$ cat src/rtl/pc_lookahead.sv
module pc_lookahead #(
  parameter int unsigned ADDR_W = 32,
  parameter logic [ADDR_W-1:0] RESET_VEC = '0
) (
  input  logic              clk_i,
  input  logic              rst_ni,
  input  logic              step_i,
  input  logic              narrow_i,
  input  logic              br_taken_i,
  input  logic [ADDR_W-1:0] br_target_i,
  output logic [ADDR_W-1:0] fetch_addr_o,
  output logic [ADDR_W-1:0] opnd_pc_o
);
  localparam logic [ADDR_W-1:0] WIDE_SZ   = ADDR_W'(4);
  localparam logic [ADDR_W-1:0] NARROW_SZ = ADDR_W'(2);
  localparam logic [ADDR_W-1:0] WIDE_MSK  = ~ADDR_W'(3);
  localparam logic [ADDR_W-1:0] NARROW_MSK = ~ADDR_W'(1);

  logic [ADDR_W-1:0] pc_q, pc_d, isz, tgt_al;

  assign isz    = narrow_i ? NARROW_SZ : WIDE_SZ;
  assign tgt_al = br_target_i & (narrow_i ? NARROW_MSK : WIDE_MSK);

  always_comb begin
    pc_d = pc_q;
    if (step_i) pc_d = br_taken_i ? tgt_al : pc_q + isz;
  end

  always_ff @(posedge clk_i or negedge rst_ni) begin
    if (!rst_ni) pc_q <= RESET_VEC;
    else         pc_q <= pc_d;
  end

  assign fetch_addr_o = pc_q;
  assign opnd_pc_o    = pc_q + (isz << 1);
endmodule

$ cat config.mk
export PLATFORM = sky130hd
export DESIGN_NAME = pc_lookahead
export DESIGN_NICKNAME = d
export VERILOG_FILES = /design/src/rtl/pc_lookahead.sv
export SDC_FILE = /design/constraint.sdc
export NUM_CORES = 1
export LEC_CHECK = 0
export BUFFER_PORTS_ARGS = -buffer_cell sky130_fd_sc_hd__buf_2
export CORE_UTILIZATION = 30
export CTS_CLUSTER_DIAMETER = 200
export DETAILED_ROUTE_END_ITERATION = 8
export GPL_TIMING_DRIVEN = 0
export PLACE_DENSITY = 0.54
export SLEW_MARGIN = 20
export SYNTH_ARGS = -nofsm -noshare
export SYNTH_HDL_FRONTEND = slang
export SYNTH_SLANG_ARGS = --single-unit
$ cat constraint.sdc
create_clock -name clk_i -period 3.2 [get_ports clk_i]
set_input_delay 0.48 -clock clk_i [delete_from_list [all_inputs] [get_ports clk_i]]
set_output_delay 0.48 -clock clk_i [all_outputs]
set_load 0.005 [all_outputs]
# Word level (Yosys, flattened, before mapping)

Index checks and enable logic that the tools add are counted.

Flip-flop bits (word level): 32
Latch bits: 0
RAM bits: 0
Bits in read-only memories: 0
Input port bits: 37
Output and inout bits: 64
Logic and storage cells: 7
Memories kept: 0

$add $sub $neg: 2
Multipliers: 0
Divide/modulo/power cells: 0
Order comparisons: 0
Equality and inequality tests: 0
Shifts and indexed selects: 0
Multiplexer cells: 3
Bitwise gates (word level): 1
Reduce and logical (&&, ||, !) cells: 0

Operators with widths:

| cell                   | number |
|---|---|
| adder 32 x 3 -> 32 bit | 1 |
| adder 32 x 4 -> 32 bit | 1 |
| AND 32 bit             | 1 |
| 2-to-1 mux 32 bit      | 1 |
| 2-to-1 mux 3 bit       | 1 |
| 2-to-1 mux 2 bit       | 1 |

# Longest topological paths before layout

Gate-level depths: netlist (run 1).

Depth after elaboration: 3
Depth in mapped cells: 8
Depth with buffers taken out: 8

# Worst setup path after synthesis (run 1)

OpenSTA, ideal clock, no wires.

Path kind: input port to output port
Start: in narrow_i
End: out opnd_pc_o[31]
Arrival time: 1839 ps
Data required time: 2720 ps
Slack: 881 ps
Cell stages on the path: 8
Path buffers: 1
Cells stage by stage: inv_1 -> ha_1 -> a21o_1 -> nor4b_2 -> and3_1 -> buf_2 -> nand2_1 -> xnor2_1

Cells in the longest elaborated chain, start to end: 2

Ends and longest elaborated chain:

| element                | RTL line | RTL |
|---|---|---|
| from (decl)            | 8        | `input logic narrow_i,` |
| 2-to-1 mux 3 bit       | 21       | `assign isz = narrow_i ? NARROW_SZ : WIDE_SZ;` |
| adder 32 x 4 -> 32 bit | 35       | `assign opnd_pc_o = pc_q + (isz << 1);` |
| to (decl)              | 12       | `output logic [ADDR_W-1:0] opnd_pc_o` |

No other way between the ends.

# Worst setup path after layout (run 1)

Start: reg pc_q[2] (netlist: fetch_addr_o[2])
End: out opnd_pc_o[16]

Cells in the longest elaborated chain, start to end: 1

Ends and longest elaborated chain:

| element                | RTL line | RTL |
|---|---|---|
| from (decl)            | 19       | `logic [ADDR_W-1:0] pc_q, pc_d, isz, tgt_al;` |
| from (signal assigned) | 31       | `else pc_q <= pc_d;` |
| adder 32 x 4 -> 32 bit | 35       |  |

No other way between the ends.

==> results of run 1 <==
worst max-delay path by stage:
stage,cells past startpoint,slack [ns],end
after floorplan,8,0.88,opnd_pc_o[31]
after global placement,10,0.23,opnd_pc_o[31]
after detailed placement,10,0.24,opnd_pc_o[19]
after CTS,8,0.11,opnd_pc_o[19]
after global routing,8,0.05,opnd_pc_o[19]
final,7,0.24,opnd_pc_o[16]
layout make-up:
type,count,area (um2)
inverter,8,30.03
tap,108,135.1
fill,976,5334
clock buffer,8,100.1
timing repair buffer,97,485.5
buffer,36,232.7
sequential,31,775.7
multi-input combinational,271,1755
power by group:
group          switching, mW  total (mW)  internal [mW]
combinational          0.331       0.603          0.271
clock                  0.159       0.356          0.197
sequential            0.0669       0.515          0.448
cells by family after synthesis:
group,after synthesis,share of synthesized area [%]
simple gates,156,31.35
mux,1,0.3599
buf+inv,44,9.447
flops,31,27.89
fa+ha+maj,6,3.239
compound gates,78,18.76
other cells,1,0.1348
xor+xnor,28,8.817
placed cells by master (no fill, tap or decap), types with 2 or more instances in the layout:
cell       count
a311oi_1       2
o31ai_1        2
nand4_1       20
a21o_1         4
or2_2          2
ha_1           4
dfrtp_1       31
clkbuf_8       7
nor4b_2        2
o22ai_1        3
a31oi_1        2
fa_1           2
nand2_1       41
conb_1         2
xor2_1        11
buf_6          4
and3_1         4
and4_1         7
buf_2        105
o2bb2ai_1      2
a22oi_1        6
nor4_1         7
buf_4         15
nor2b_1        2
clkbuf_1       9
a211o_1        2
a31o_2         2
nor2_1        29
xnor2_1       17
nand3_1       16
a21oi_1       22
a211oi_1       2
nand3b_1       2
inv_1          8
o21ai_0       14
nor3_1        10
nand2b_1       2
per-layer routing:
| metal | vias up | track usage [%] |
|---|---|---|
| met5 | - | 0 |
| met3 | 16 | 3.221 |
| met1 | 1449 | 29.30 |
| met4 | 0 | 7.577 |
| li1 | 1462 | - |
| met2 | 123 | 32.45 |
repair_timing:
item | CTS | global route
resized for setup | 0 | 1
endpoints found under the setup margin | 0 | 4
endpoints found under the hold margin | 0 | 0
metrics by stage:
| step | hold WS [ns] | utilization, % | cell area [um2] |
|---|---|---|---|
| finish | 0.2463 | 39.72 | 3515 |
| global route | 0.3197 | 39.72 | 3515 |
| CTS | 0.2750 | 39.62 | 3506 |
| detailed placement | 0.5850 | 38.49 | 3406 |
| global placement | 0.5721 | 38.49 | 3406 |
| floorplan | 0.1844 | - | 2785 |
critical path, stage by stage, from the launching register on:
cell	delay, ns
dfrtp_1	0.42
ha_1	0.22
fa_1	0.29
nand3_1	0.33
or2_2	0.41
nor2_1	0.13
xor2_1	0.24
buf_2	0.16
==> impl_metrics.yaml, run 1 <==
worst_setup_path:
  r2r_end: "fetch_addr_o[21]"
  endpoint_kind: "output pin"
  worst_ep_arrival_time_ns: 2.48
  worst-r2r-cell-count: 8
  start_kind: "register"
  setup.worst_path.class: "reg2out"
  path_max_fanout: 8
  startpoint: "fetch_addr_o[2]"
  r2r_setup_slack_ns: 0.47
  worst-endpoint-required_ns: 2.72
  reg2reg_from: "fetch_addr_o[1]"
timing:
  slew_headroom_pct: 43.96
  rsz0062_at_grt: "false"
  max_freq_mhz: 338.0
  finalWorstSetupSlack_ns: 0.2410
  drv_slew: 0
  period_share_pct: 92.47
  setup_viol: 0
  finalCriticalPeriod_ns: 2.959
  hold_viol_final: 0
  fin_skew_ns: 0.007623
  tns_ns: 0
  worst_pin_slew_ns: 0.8329
place:
  hpwl_um: 7368
  place_ws_ns: 0.2410
  gp_congestion: 0.8811
  placed_cells_incl_taps: 551
  portBuffers: 97
synthesis:
  synth-seq-area-share_pct: 27.89
  synth_async_sr_flop_share_pct: 100.0
  yosys-top-cells-count: "41 x nand2_1, 31 x dfrtp_1, 29 x nor2_1"
  yosysMostFrequentCell: "nand2_1"
  syn_inst: 345
  synth_seq_cells: 31
  syn_area_per_cell_um2: 8.062
  synth_edf_count: 0
  yosys.area.top_type: "dfrtp_1"
  syn-cell-area_um2: 2781
  yosysWarnings: 0
  synth_top_area_share_pct: 27.89
  synthFlopType: "dfrtp_1"
  synth_area_leaders: "dfrtp_1 28%, nand2_1 5.5%, xnor2_1 5.4%"
  synth_cell_types: 64
power:
  p_leak_nw: 1.538
  power_density_nw_per_um2: 419.3
  ir_drop_uv: 213.5
  finalPower_mw: 1.474
clocking:
  cts_tree: "done"
  clock_latency_ns: 0.29
  cts_sinks: 31
  numCtsBuffers: 5
  cts_setup_buffers: 0
  cts_root_buf: "clkbuf_8"
  clk_path_buf_depth: 2
  path_clk_slew_ns: 0.07
  cts.htree.levels: 2
  ctsHoldBuffers: 0
final_layout:
  fin_nets: 493
  largest_reg_flops: 31
  diodes: 0
  area_delta_synth_final_pct: 26.36
  finalNonFillerCells: 559
  drive_gt1_share_pct: 32.59
routing:
  vias: 3050
  wl_met3_um: 547
  wl_met2_um: 4548
  top_layer: "met4"
  first_pass_iters: 7
  ant_nets: 0
  avgRoutedWirePerCell_um: 17.76
  viasPerCell: 5.456
  routed_wl_um: 9928
  wl_met1_um: 4638
  drc: 3
  drt_iter0_markers: 259
outcome:
  status: "finished with violations"
  violations: "design-rule violations"
min_path:
  hold_class: "in2async"
floorplanning:
  rows: 34
  die_w_um: 98.29
  die_area_um2: 9661
  fp.dieH_um: 98.29
  initial_utilization_pct: 31.43
  core_region_area_um2: 8848
  num_io_pins: 101
global_route:
  grt_pass1_vias: 2946
  grt_max_degree: 32
  gr-usage-all-layers_pct: 20.89
  grt_overflow: 0
  grt_pass1_wl_um: 15660
  antenna_found_initial: 0
flow_run:
  drv_cap: 0
Power figures use the tool's default switching activity.
==> run 2, diff against run 1 <==
==> constraint.sdc (replaced) <==
create_clock -name clk_i -period 2.99 [get_ports clk_i]
set_input_delay 0.4485 -clock clk_i [delete_from_list [all_inputs] [get_ports clk_i]]
set_output_delay 0.4485 -clock clk_i [all_outputs]
set_load 0.005 [all_outputs]
==> run 2 against run 1 <==
  * The run still ends with design-rule violations left
  * Combinational power up 7.5%
  * Largest cell class unchanged
  * Critical path depth up 1
  * Largest power group unchanged
  * Clock-buffer cell count unchanged
  * Sequential power up 7.2%
  * Via count up 1.2%
  * Flip-flop and latch count unchanged
==> impl_metrics.yaml, run 2 (same netlist as run 1, synthesis figures left out) <==
timing:
  drv_slew: 0
  rsz0062_at_grt: "false"
  finalCriticalPeriod_ns: 2.789
  setup_viol: 0
  slew_headroom_pct: 42.88
  worst_pin_slew_ns: 0.8490
  tns_ns: 0
  hold_viol_final: 0
  period_share_pct: 93.27
  max_freq_mhz: 358.6
  fin_skew_ns: 0.007093
global_route:
  grt_pass1_wl_um: 15730
  grt_max_degree: 32
  grt_overflow: 0
  gr-usage-all-layers_pct: 20.98
  antenna_found_initial: 0
  grt_pass1_vias: 2961
final_layout:
  largest_reg_flops: 31
  multiInputGateArea_um2: 1760
  seqCellArea_um2: 777.0
  mostFrequentLayoutCell: "buf_2"
  fillers: 973
  final_cell_mix: "105 x buf_2, 41 x nand2_1, 30 x dfrtp_1"
  final_util_pct: 40.13
  diodes: 0
  fin_nets: 497
  drive_gt1_share_pct: 33.63
  area_delta_synth_final_pct: 27.67
worst_setup_path:
  start_kind: "register"
  setup.worst_path.class: "reg2out"
  path_max_fanout: 10
  worst_ep_arrival_time_ns: 2.34
  worst-endpoint-required_ns: 2.54
  endpoint_kind: "output pin"
routing:
  ant_nets: 0
  vias: 3088
  drc: 3
  routed_wl_um: 9971
  first_pass_iters: 7
  drt_iter0_markers: 218
  viasPerCell: 5.485
  avgRoutedWirePerCell_um: 17.71
clocking:
  cts_root_buf: "clkbuf_8"
  clock_latency_ns: 0.29
  numCtsBuffers: 5
  cts.htree.levels: 2
  ctsHoldBuffers: 0
  clk_path_buf_depth: 2
  cts_tree: "done"
  cts_sinks: 31
  path_clk_slew_ns: 0.07
place:
  portBuffers: 97
  gp_congestion: 0.8811
  hpwl_um: 7368
power:
  power_density_nw_per_um2: 445.7
  finalPower_mw: 1.583
  p_leak_nw: 1.559
  ir_drop_uv: 229.8
outcome:
  status: "finished with violations"
  violations: "design-rule violations"
floorplanning:
  core_region_area_um2: 8848
  initial_utilization_pct: 31.43
  die_area_um2: 9661
  fp.dieH_um: 98.29
  num_io_pins: 101
  rows: 34
  die_w_um: 98.29
min_path:
  hold_class: "in2async"
flow_run:
  drv_cap: 0
[run 2: final timing paths]
check | depth (start not counted) | slack [ns] | end | start
min in group clk_i | 3 | 0.39 | fetch_addr_o[28] | br_target_i[28]
max in group asynchronous | 1 | 2.24 | fetch_addr_o[3] | rst_ni
min reg2reg | 2 | 0.59 | fetch_addr_o[1] | fetch_addr_o[1]
min | 1 | 0.22 | fetch_addr_o[7] | rst_ni
max | 8 | 0.20 | opnd_pc_o[19] | fetch_addr_o[3]
max reg2reg | 8 | 0.25 | fetch_addr_o[21] | fetch_addr_o[1]
[run 2: where the power goes]
| part | switching (mW) | total, mW | internal (mW) |
|---|---|---|---|
| sequential | 0.0718 | 0.552 | 0.480 |
| combinational | 0.357 | 0.648 | 0.291 |
| clock | 0.173 | 0.383 | 0.210 |
[run 2: timing repair]
action,CTS,global route
setup buffers,0,4
resized for setup,1,2
endpoints found under the setup margin,4,5
pin swaps,0,1
[run 2: per-stage QoR]
stage / hold WS [ns] / area (um2) / instances / setup slack (ns)
after CTS: 0.2435 / 3515 / 559 / 0.07220
after global routing: 0.2882 / 3551 / 563 / 0.01671
after floorplan: 0.1529 / 2785 / 346 / 0.7338
after global placement: 0.5579 / 3406 / 551 / 0.07809
final: 0.2173 / 3551 / 563 / 0.2011
after detailed placement: 0.5609 / 3406 / 551 / 0.09114
[run 2: metal layers]
metal | track usage [%] | vias up | wire length [um] | part of all wire (%)
li1 | - | 1475 | - | -
met1 | 29.34 | 1468 | 4586 | 46
met2 | 32.45 | 123 | 4514 | 45
met3 | 3.293 | 22 | 605 | 6.1
met4 | 8.037 | 0 | 265 | 2.7
met5 | 0 | - | 0 | 0
[run 2: critical path, stage by stage (launching register included)]
cell     delay, ns
dfrtp_2       0.49
ha_1          0.30
a21o_1        0.20
nor4b_4       0.33
and3_1        0.20
buf_2         0.17
nand2_1       0.09
xnor2_1       0.14
buf_2         0.13
[run 2: layout make-up]
class / instances / share of cell area (%)
Buffer: 36 / 6.554
Sequential cell: 31 / 21.88
Inverter: 8 / 0.8457
Tap cell: 108 / 3.806
Timing Repair Buffer: 101 / 14.52
Clock buffer: 8 / 2.819
Multi-Input combinational cell: 271 / 49.58
==> run 3, diff against run 2 <==
--- a/config.mk
+++ b/config.mk
@@ -11,6 +11,7 @@
 export DETAILED_ROUTE_END_ITERATION = 8
 export GPL_TIMING_DRIVEN = 0
 export PLACE_DENSITY = 0.54
+export SETUP_SLACK_MARGIN = 0.4
 export SLEW_MARGIN = 20
 export SYNTH_ARGS = -nofsm -noshare
 export SYNTH_HDL_FRONTEND = slang
==> run 3 against run 2 <==
  * The flow still finishes with violations (design-rule violations)
  * Total power grew 4.7%
  * Utilization increased by 3.4 points
  * Hold slack got worse by 0.0052 ns
  * Clock power is 2% higher
  * Via count is 2.9% higher
  * Global-route usage rose by 0.24 points
  * Sequential power barely moved
  * Largest power group unchanged
==> impl_metrics.yaml, run 3 (same netlist as run 1, synthesis figures left out) <==
final_layout:
  final_util_pct: 43.48
  drive_gt1_share_pct: 40.63
  diodes: 0
  mostFrequentLayoutCell: "buf_2"
  fin_nets: 517
  final_area_um2: 3847
  largest_reg_flops: 31
  area_delta_synth_final_pct: 38.33
  final_cell_mix: "101 x buf_2, 42 x buf_4, 37 x nand2_1"
worst_setup_path:
  path_max_fanout: 3
  worst-r2r-cell-count: 9
  worst_ep_arrival_time_ns: 2.15
  start_kind: "register"
  r2r_setup_slack_ns: 0.52
  slowest_delay_ns: 0.44
  endpoint_kind: "output pin"
  reg2reg_from: "fetch_addr_o[1]"
  path_common_cell: "buf_4"
  path_buf_inv: 3
  path_delay_family: "flip-flops"
  slowest_stage: "dfrtp_2"
  setup.worst_path.class: "reg2out"
  crit_chain: "ha_4, a21o_1, nor4b_4, buf_4, buf_4, nand2_4, nor2_2, xor2_1, buf_2"
  r2r_end: "fetch_addr_o[27]"
  worst-endpoint-required_ns: 2.54
floorplanning:
  fp.dieH_um: 98.29
  rows: 34
  core_region_area_um2: 8848
  die_w_um: 98.29
  initial_utilization_pct: 31.43
  die_area_um2: 9661
  num_io_pins: 101
place:
  hpwl_um: 7368
  gp_congestion: 0.8811
  place_area_um2: 3406
  place_ws_ns: 0.09114
  portBuffers: 97
clocking:
  path_clk_slew_ns: 0.07
  clk_path_buf_depth: 2
  cts_sinks: 31
  cts_root_buf: "clkbuf_8"
  clock_latency_ns: 0.30
  cts.htree.levels: 2
  cts_tree: "done"
  numCtsBuffers: 5
timing:
  slew_headroom_pct: 49.36
  finalCriticalPeriod_ns: 2.596
  max_freq_mhz: 385.3
  tns_ns: 0
  rsz0062_at_grt: "true"
  whs_ns: 0.2121
  hold_viol_final: 0
  fin_skew_ns: 0.005471
  period_share_pct: 86.81
  setup_viol: 0
  worst_pin_slew_ns: 0.7597
  finalWorstSetupSlack_ns: 0.3944
  drv_slew: 0
routing:
  avgRoutedWirePerCell_um: 17.49
  routed_wl_um: 10200
  viasPerCell: 5.449
  drc: 3
  first_pass_iters: 8
  drt_iter0_markers: 258
  ant_nets: 0
  vias: 3177
power:
  p_sw_uw: 632.3
  swShare_pct: 38.15
  pwr-share-seq_pct: 33.2
  p_leak_nw: 1.731
  p_int_mw: 1.025
  power_density_nw_per_um2: 430.8
  ir_drop_uv: 234.8
  clkPwrFrac_pct: 23.5
  comb_power_share_pct: 43.4
outcome:
  status: "finished with violations"
  violations: "design-rule violations"
global_route:
  grt_pass1_vias: 3006
  antenna_found_initial: 0
  grt_overflow: 0
  grt_max_degree: 32
  gr-usage-all-layers_pct: 21.23
  grt_pass1_wl_um: 15940
flow_run:
  drv_cap: 0
min_path:
  hold_class: "in2async"
## run 3: per-layer routing
layer	routed length, um	GRT usage, %	part of all wire [%]	vias up
met3	559	3.293	5.5	23
met5	0	0	0	-
met2	4686	33.21	46	132
met1	4671	29.47	46	1510
li1	-	-	-	1512
met4	280	7.922	2.7	0
## run 3: final cells by class
cell class / instances / area, um2
multi-input combinational: 271 / 1888
clock buffer: 8 / 100.1
tap: 108 / 135.1
sequential: 31 / 778.2
buffer: 36 / 250.2
timing repair buffer: 121 / 665.6
inverter: 8 / 30.03
fill: 948 / 5001
## run 3: repair_timing
action                                  4_1_cts  5_1_grt
pin swaps                                     3       15
hold buffers                                  0        0
cloned                                        0        0
gates resized for setup                      12       28
buffers inserted                              7       17
endpoints found under the setup margin       24       19
## run 3: how the worst max path moves through the flow
stage / to / from / slack [ns] / depth (start not counted)
after global routing: opnd_pc_o[19] / fetch_addr_o[3] / 0.29 / 8
after global placement: opnd_pc_o[31] / narrow_i / 0.08 / 10
final: opnd_pc_o[29] / fetch_addr_o[3] / 0.39 / 9
after detailed placement: fetch_addr_o[21] / narrow_i / 0.09 / 9
after CTS: opnd_pc_o[19] / fetch_addr_o[4] / 0.35 / 8
after floorplan: opnd_pc_o[31] / narrow_i / 0.73 / 8
## run 3: stage by stage
stage | cells | power [mW]
global placement | 551 | 1.193
detailed placement | 551 | 1.198
CTS | 566 | 1.625
floorplan | 346 | 0.9320
global route | 583 | 1.760
finish | 583 | 1.657
## run 3: power groups by stage
| stage | registers, mW | clock network [mW] | logic, mW |
|---|---|---|---|
| 3_3_place_gp | 0.556 | 0 | 0.636 |
| 3_5_place_dp | 0.559 | 0 | 0.639 |
| 2_1_floorplan | 0.550 | 0 | 0.382 |
| 5_1_grt | 0.562 | 0.412 | 0.786 |
| 6_report | 0.549 | 0.389 | 0.719 |
| 4_1_cts | 0.545 | 0.396 | 0.684 |
